## config.mk

```make
export PLATFORM = sky130hd
export DESIGN_NAME = ctl_serial_if
export DESIGN_NICKNAME = d
export VERILOG_FILES = /design/src/rtl/ctl_pkg.sv /design/src/rtl/ctl_sync.sv /design/src/rtl/ctl_shift.sv /design/src/rtl/ctl_bank.sv /design/src/rtl/ctl_serial_if.sv
export SDC_FILE = /design/constraint.sdc
export NUM_CORES = 1
export LEC_CHECK = 0
export ABC_AREA = 1
export BUFFER_PORTS_ARGS = -buffer_cell sky130_fd_sc_hd__buf_2
export CAP_MARGIN = 40
export CORE_MARGIN = 2
export CORE_UTILIZATION = 35
export CTS_CLUSTER_DIAMETER = 120
export DETAILED_ROUTE_END_ITERATION = 6
export PLACE_DENSITY = 0.53
export SLEW_MARGIN = 20
export SYNTH_ARGS = -nofsm -noshare
export SYNTH_HDL_FRONTEND = slang
export SYNTH_SLANG_ARGS = --single-unit
```

## constraint.sdc

```tcl
create_clock -name clk -period 2.95 [get_ports clk]
set_clock_uncertainty 0.15 [all_clocks]
set_input_delay 0.59 -clock clk [delete_from_list [all_inputs] [get_ports clk]]
set_output_delay 0.59 -clock clk [all_outputs]
set_load 0.05 [all_outputs]
```

## src/rtl/ctl_pkg.sv

```systemverilog
package ctl_pkg;
   typedef enum logic [1:0] {
      SEL_F1    = 2'b00,
      SEL_AONLY = 2'b01,
      SEL_F2    = 2'b10,
      SEL_REF   = 2'b11
   } frame_sel_e;
endpackage

```

## src/rtl/ctl_sync.sv

```systemverilog
module ctl_sync #(
   parameter int W      = 1,
   parameter int STAGES = 2
) (
   input  logic         clk,
   input  logic         rst_n,
   input  logic [W-1:0] d,
   output logic [W-1:0] q
);
   logic [W-1:0] st [STAGES];

   for (genvar g = 0; g < STAGES; g++) begin : g_stage
      if (g == 0) begin : g_first
         always_ff @(posedge clk or negedge rst_n)
            if (!rst_n) st[0] <= '0;
            else        st[0] <= d;
      end else begin : g_next
         always_ff @(posedge clk or negedge rst_n)
            if (!rst_n) st[g] <= '0;
            else        st[g] <= st[g-1];
      end
   end

   assign q = st[STAGES-1];
endmodule

```

## src/rtl/ctl_shift.sv

```systemverilog
module ctl_shift #(
   parameter int SR_W = 24
) (
   input  logic            clk,
   input  logic            rst_n,
   input  logic            shift,
   input  logic            bit_in,
   output logic [SR_W-1:0] sr
);
   always_ff @(posedge clk or negedge rst_n)
      if (!rst_n)     sr <= '0;
      else if (shift) sr <= {sr[SR_W-2:0], bit_in};
endmodule

```

## src/rtl/ctl_bank.sv

```systemverilog
module ctl_bank
   import ctl_pkg::*;
#(
   parameter int M_W = 15,
   parameter int A_W = 4,
   parameter int G_W = 2,
   parameter int R_W = 13,
   localparam int FW   = G_W + M_W + A_W + 1,
   localparam int SR_W = FW + 2,
   localparam int RB_W = R_W + 3
) (
   input  logic            clk,
   input  logic            rst_n,
   input  logic            ld,
   input  logic [SR_W-1:0] sr,
   input  logic            sel_f1,
   output logic [M_W-1:0]  div_m,
   output logic [A_W-1:0]  div_a,
   output logic [G_W-1:0]  cp_gain,
   output logic            pd_sense,
   output logic [R_W-1:0]  ref_r,
   output logic [1:0]      pd_ctl,
   output logic            pre_mode
);
   frame_sel_e code;
   assign code = frame_sel_e'(sr[1:0]);

   // index 0 = F1, index 1 = F2
   for (genvar gi = 0; gi < 2; gi++) begin : g_buf
      localparam logic [1:0] MY_CODE = (gi == 0) ? 2'b00 : 2'b10;
      logic         is_act;
      logic [FW-1:0] word_q;
      assign is_act = (gi == 0) ? sel_f1 : !sel_f1;
      always_ff @(posedge clk or negedge rst_n)
         if (!rst_n) word_q <= '0;
         else if (ld) begin
            if (sr[1:0] == MY_CODE)
               word_q <= sr[SR_W-1:2];
            else if (code == SEL_AONLY && is_act)
               word_q[1 +: A_W] <= sr[2 +: A_W];
         end
   end

   logic [RB_W-1:0] rbuf_q;
   always_ff @(posedge clk or negedge rst_n)
      if (!rst_n)                      rbuf_q <= '0;
      else if (ld && code == SEL_REF)  rbuf_q <= sr[RB_W+1:2];

   logic [FW-1:0] act_w;
   assign act_w    = sel_f1 ? g_buf[0].word_q : g_buf[1].word_q;
   assign pd_sense = act_w[0];
   assign div_a    = act_w[A_W:1];
   assign div_m    = act_w[A_W+M_W:A_W+1];
   assign cp_gain  = act_w[FW-1:FW-G_W];
   assign pre_mode = rbuf_q[0];
   assign pd_ctl   = rbuf_q[2:1];
   assign ref_r    = rbuf_q[RB_W-1:3];
endmodule

```

## src/rtl/ctl_serial_if.sv

```systemverilog
module ctl_serial_if #(
   parameter int M_W         = 15,
   parameter int A_W         = 4,
   parameter int G_W         = 2,
   parameter int R_W         = 13,
   parameter int SYNC_STAGES = 2
) (
   input  logic           clk,
   input  logic           rst_n,
   input  logic           ser_data,
   input  logic           ser_clk,
   input  logic           ser_en,
   input  logic           sel_f1,
   output logic [M_W-1:0] div_m,
   output logic [A_W-1:0] div_a,
   output logic [G_W-1:0] cp_gain,
   output logic           pd_sense,
   output logic [R_W-1:0] ref_r,
   output logic [1:0]     pd_ctl,
   output logic           pre_mode
);
   localparam int FW   = G_W + M_W + A_W + 1;
   localparam int SR_W = FW + 2;

   if (SYNC_STAGES < 2) begin : g_bad_sync
      $error("SYNC_STAGES must be at least 2");
   end
   if (R_W + 5 > SR_W) begin : g_bad_ref
      $error("reference frame does not fit in the shift register");
   end
   if (A_W < 1 || M_W < 1 || G_W < 1) begin : g_bad_field
      $error("field widths must be positive");
   end

   logic dat_s, sck_s, en_s, sel_s;
   ctl_sync #(.W(4), .STAGES(SYNC_STAGES)) u_sync (
      .clk(clk), .rst_n(rst_n),
      .d({ser_data, ser_clk, ser_en, sel_f1}),
      .q({dat_s, sck_s, en_s, sel_s})
   );

   logic sck_d, en_d;
   always_ff @(posedge clk or negedge rst_n)
      if (!rst_n) begin
         sck_d <= 1'b0;
         en_d  <= 1'b0;
      end else begin
         sck_d <= sck_s;
         en_d  <= en_s;
      end

   logic shift_pulse, ld_pulse;
   assign shift_pulse = en_s & sck_s & ~sck_d;
   assign ld_pulse    = en_d & ~en_s;

   logic [SR_W-1:0] sr_q;
   ctl_shift #(.SR_W(SR_W)) u_shift (
      .clk(clk), .rst_n(rst_n), .shift(shift_pulse), .bit_in(dat_s), .sr(sr_q)
   );

   ctl_bank #(.M_W(M_W), .A_W(A_W), .G_W(G_W), .R_W(R_W)) u_bank (
      .clk(clk), .rst_n(rst_n), .ld(ld_pulse), .sr(sr_q), .sel_f1(sel_s),
      .div_m(div_m), .div_a(div_a), .cp_gain(cp_gain), .pd_sense(pd_sense),
      .ref_r(ref_r), .pd_ctl(pd_ctl), .pre_mode(pre_mode)
   );
endmodule

```

# Yosys cells after proc, flatten, opt, wreduce, memory -nomap -nowiden
# Index checks and enable logic that the tools add are counted.
dict set report totals {
  register_bits 94
  latchBits 0
  ram_bits 0
  rom_bits 0
  output_inout_bits 38
  word_cells 34
  mem_count 0
}
dict set report classes {
  addsub 0
  n_mul 0
  n_div 0
  magnitude_cmp 0
  n_eq_ne 3
  n_shift 0
  mux 5
  bitwise_logic 5
  reduce_logical 11
}
# cell count
set op_table {}
lappend op_table {{two-way mux 22 bit} 1}
lappend op_table {{two-way mux 4 bit} 4}
lappend op_table {{AND reduction 2 bit} 4}
lappend op_table {{equality test 2 bit, second input constant} 2}
lappend op_table {{nonzero test 2 bit} 2}
lappend op_table {{AND 1 bit} 3}
lappend op_table {{logical AND 1 bit} 3}
lappend op_table {{equality test 2 x 1 -> 1 bit, second input constant} 1}
lappend op_table {{logical NOT 2 bit} 1}
lappend op_table {{NOT 1 bit} 2}
lappend op_table {{logical NOT 1 bit} 1}

# Logic depth before layout (Yosys ltp)
dict set report depth {
  word_depth 4
  mapped_depth 6
  ltp_nobuf 6
}

# Cells and area by module
# From an unflattened synthesis, not the netlist that was laid out.
dict set report unflattened {
  cells_unflattened 456
  hier_area_um2 4037.6
}
# module n_inst cells_each area_each_um2 seq_area_each_um2
set modules_own_cells {}
lappend modules_own_cells {ctl_bank 1 336 2760.1 1501.4}
lappend modules_own_cells {ctl_shift 1 102 979.7 600.6}
lappend modules_own_cells {ctl_sync 1 12 230.2 200.2}
lappend modules_own_cells {ctl_serial_if 1 6 67.6 50.0}

# Worst setup path before layout
# Ideal clock, no wire load.
dict set report synth_timing {
  path_kind {flip-flop to output port}
  from {register u_sync.st, in the netlist u_sync.q[0]}
  to {output port cp_gain[0]}
  arrival_ps 1231
  required_ps 2210
  slack_ps 979
  stages_incl_launch_ff 5
  path_buffers 1
  cell_sequence {dfrtp_1 -> inv_1 -> clkbuf_1 -> nand2_1 -> nand2_1}
}
dict set report synth_via {
  elab_chain_len 1
}
# element line
set synth_lines {}
lappend synth_lines {{start: declaration} ctl_sync.sv:10} ;# logic [W-1:0] st [STAGES];
lappend synth_lines {{start signal: indexed assignment} ctl_sync.sv:20} ;# else st[g] <= st[g-1];
lappend synth_lines {{two-way mux 22 bit} ctl_bank.sv:50} ;# assign act_w = sel_f1 ? g_buf[0].word_q : g_buf[1].word_q;
lappend synth_lines {{end: declaration} ctl_serial_if.sv:16} ;# output logic [G_W-1:0] cp_gain,
# No other way between the ends.

# Worst setup path after layout
dict set report layout_timing {
  from {register u_sync.st, in the netlist u_sync.q[0]}
  to {output port div_m[1]}
}
dict set report layout_via {
  elab_chain_len 1
}
# element line
set layout_lines {}
lappend layout_lines {{two-way mux 22 bit} ctl_bank.sv:50}
lappend layout_lines {{end: declaration} ctl_serial_if.sv:14} ;# output logic [M_W-1:0] div_m,
# No other way between the ends.

==> flow_results.org <==
** Routing
- In the routed layout, each cell is associated on average with a via count of 4.57.
- Number of routed nets with antenna violations :: 0
- The final route contains 2749 vias.
- Routed wire length :: 7740 microns
- Average detailed-routed wire length per instance :: 12.9 microns
- For this run, the detailed router's first-pass iteration total came to 4.
- After detailed routing, the number of remaining DRC violations is 0.
- Iteration-0 DRC count of the detailed router :: 169

** STA
- The number of hold violations in the final report is 0.
- Final setup vio count :: 0
- Setup_tns :: 0 ps
- Final max-slew violation count :: 0
- The tightest hold path in the finished design has a slack of 96.1 ps.
- The worst pin sits at a relative slew slack of 0.558.
- Final period demand of the worst path :: 2430 ps
- Timing-limited maximum frequency :: 0.412 GHz
- In the finished design, the share of the clock period the worst path needs comes to 0.822.
- Slew at the pin with the worst max-slew slack :: 662 ps
- Setup repair after global routing left no endpoint under its margin.

** Clocking
- The later pin in the worst-skew pair is clocked with a latency of 360 ps.
- Sinks on the clock net :: 94
- After clock tree synthesis, the clock-pin slew on the worst setup and hold paths is 90 ps.
- Post-CTS timing repair inserted 0 buffers for setup.
- Clock tree from TritonCTS :: yes
- After clock tree synthesis, the repair step resized 0 gates.
- Number of H-tree levels :: 3
- Clock buffers created by TritonCTS :: 9
- The cell sitting at the root of the clock tree is a clkbuf_8.
- Hold-fix buffers at CTS :: 0
- Max Buffers Root-to-Sink :: 2

** Placed design
- After detailed placement, the total cell area comes to 0.00413 sq mm.
- During placement, the flow inserted port buffers numbering 43.
- Estimated wirelength of the detail-placed design :: 4900 microns
- Routability-driven placement finished with a final weighted congestion of 0.839.

** Setup path
- Kind of capture point of the worst setup path :: output pin
- Data on the critical path is required at its endpoint by 2210 ps.
- Tracing the worst setup path back leads to its startpoint at u_sync.q[0].
- The worst register-to-register path ends at u_bank.rbuf_q[9].
- The most critical setup path has its endpoint at div_m[1].
- Endpoint arrival time on the critical path :: 1690 ps
- STA classifies the critical path startpoint as a register.
- Biggest fanout along the worst timing path :: 15
- Counting cells, the worst reg-to-reg path comes to 3.
- Worst R2R Start :: u_sync.q[1]
- By startpoint and endpoint, the worst setup path is classified as register to output pin.
- For flop-to-flop paths, the worst setup slack is 1140 ps.

** Floorplanning
- Count of boundary I/O pins :: 44
- Die extent in y :: 108 microns
- From left edge to right edge, the die measures 108 microns.
- The die covers 0.0117 sq mm.
- CORE AREA :: 0.0107 sq mm
- Row generation in the floorplan step produced 38 rows.
- The initial utilization of the core area, before any placement, comes to 0.355.

** Synth
- The share of synthesized area in the top cell type comes to 0.617.
- Instance count of the mapped netlist :: 417
- The largest total area in the synthesized netlist belongs to dfrtp_1.
- The number of nets handed over by synthesis was 423.
- Of the synthesized area, sequential elements account for 0.617.
- Synthesis instantiated 20 different standard cells from the library.
- Averaged over all synthesized cells, the footprint is 9.15 sq um.
- During synthesis, Yosys emitted a total of 0 warnings.
- Netlist Area Pre-Place :: 0.00381 sq mm
- Cell types occupying the most area after synthesis :: dfrtp_1 62%, nand2_1 17%, o21ai_0 6.2%, o21ai_1 2.9%, inv_1 2.5%
- In this run, synthesis produced a sequential element count of 94.

** Run
- Across the run, the number of max-cap violations was 0.

** Status
- Status :: complete, no violations

** Finish
- N_diodes :: 0
- In the final layout, the share of cells above drive strength 1 is 0.173.
- Final non-filler cell area :: 0.00436 sq mm
- The final layout contains 463 nets.
- Most frequent cells in the layout :: 173 x nand2_1, 94 x dfrtp_1, 47 x o21ai_0
- Area growth, synth to finish :: 14.3%
- Leaving out fill and tap cells, the most frequent cell in the layout is nand2_1.

** Pwr
- Of the total power, the clock network draws 0.280.
- Dividing total power by cell area gives a power density of 652 mW/mm^2.
- Peak supply drop :: 241 uV
- Of the total power, combinational logic draws 0.193.
- In this run the power spent charging and discharging nets is 944 uW.
- Net switching fraction of the power :: 0.332
- Sequential share of power :: 0.527
- Leakage power of the design :: 2.18 nW
- Internal power :: 1.90 mW

** GRT
- Via count of the first global-routing pass :: 2652
- For this run, the total global-route usage over all layers was measured as 0.145.
- Entering global routing, the biggest net connects 51 pins.
- The first global-routing pass estimated 13200 microns of wire.
- The number of antenna violations at the first check in global routing is 0.
- After global routing the overflow that remains totals 0.

** Min path
- The worst hold path belongs to the class input port to asynchronous set/reset pin.
==> registers in the layout, indices dropped and copies added (netlist names) <==
name,flops
u_bank.g_buf.word_q,44
u_shift.sr,24
u_bank.rbuf_q,16
u_sync.q,4
u_sync.st,4
en_d,1
sck_d,1
==> logic make-up after synthesis <==
group | after synthesis | share of synthesized area
buffers and inverters | 46 | 0.0577
AND/OR/NAND/NOR | 196 | 0.209
flip-flops | 94 | 0.617
AO/OA/AOI/OAI | 81 | 0.116
==> worst min path at each step <==
stage	startpoint	endpoint	slack (ps)
2_1_floorplan	rst_n	en_d	140
3_3_place_gp	u_sync.st[6]	u_sync.q[2]	180
3_5_place_dp	u_sync.st[6]	u_sync.q[2]	190
4_1_cts	rst_n	u_bank.g_buf[0].word_q[17]	120
5_1_grt	rst_n	u_bank.g_buf[0].word_q[13]	150
6_report	rst_n	u_bank.g_buf[0].word_q[16]	100
==> Yosys cell counts <==
library cell and count:
dfrtp_1 94, nor2_1 2, a21oi_1 2, nand2_2 1, o21ai_0 47, inv_2 1
nand3b_1 1, o21ai_1 22, o21ai_2 10, nor2_8 1, buf_6 2, nand3_2 2
buf_4 7, clkbuf_1 6, nor2_2 1, buf_2 5, nand2_1 173, inv_1 25
nor2_4 1, nand3_1 14
==> routing by layer <==
metal,GRT usage,vias to the layer above,part of all wire
met5,0,-,0
met4,0.0687,0,0.017
met3,0.0241,8,0.037
met2,0.213,48,0.43
met1,0.209,1295,0.51
li1,-,1398,-
==> power groups by stage <==
| stage | combinational (mW) | sequential (mW) | clock [mW] |
|---|---|---|---|
| after floorplan | 0.330 | 1.59 | 0 |
| after global placement | 0.541 | 1.52 | 0 |
| after detailed placement | 0.548 | 1.52 | 0 |
| after CTS | 0.548 | 1.50 | 0.817 |
| after global routing | 0.618 | 1.52 | 0.871 |
| final | 0.549 | 1.50 | 0.795 |
==> through the flow <==
step           utilization  power [mW]  setup slack [ps]  instances
6_report             0.406        2.84               524        602
5_1_grt              0.406        3.01               386        602
4_1_cts              0.401        2.86               485        600
3_5_place_dp         0.384        2.07               894        584
3_3_place_gp         0.384        2.06               915        584
2_1_floorplan            -        1.92               979        417
==> final cells by class <==
type	count	area, sq um
Clock buffer	13	159
Clock inverter	3	18.8
Fill cell	1119	6390
Inverter	26	97.6
Multi-Input combinational cell	277	1240
Sequential cell	94	2350
Tap cell	140	175
Timing Repair Buffer	49	315
==> worst max-delay path, cell delays in order (launching register included) <==
cell     delay (ps)
dfrtp_1         380
inv_1           240
buf_4           290
nand2_1          70
nand2_1          80
buf_2           260
(Power assumes the default switching activity.)
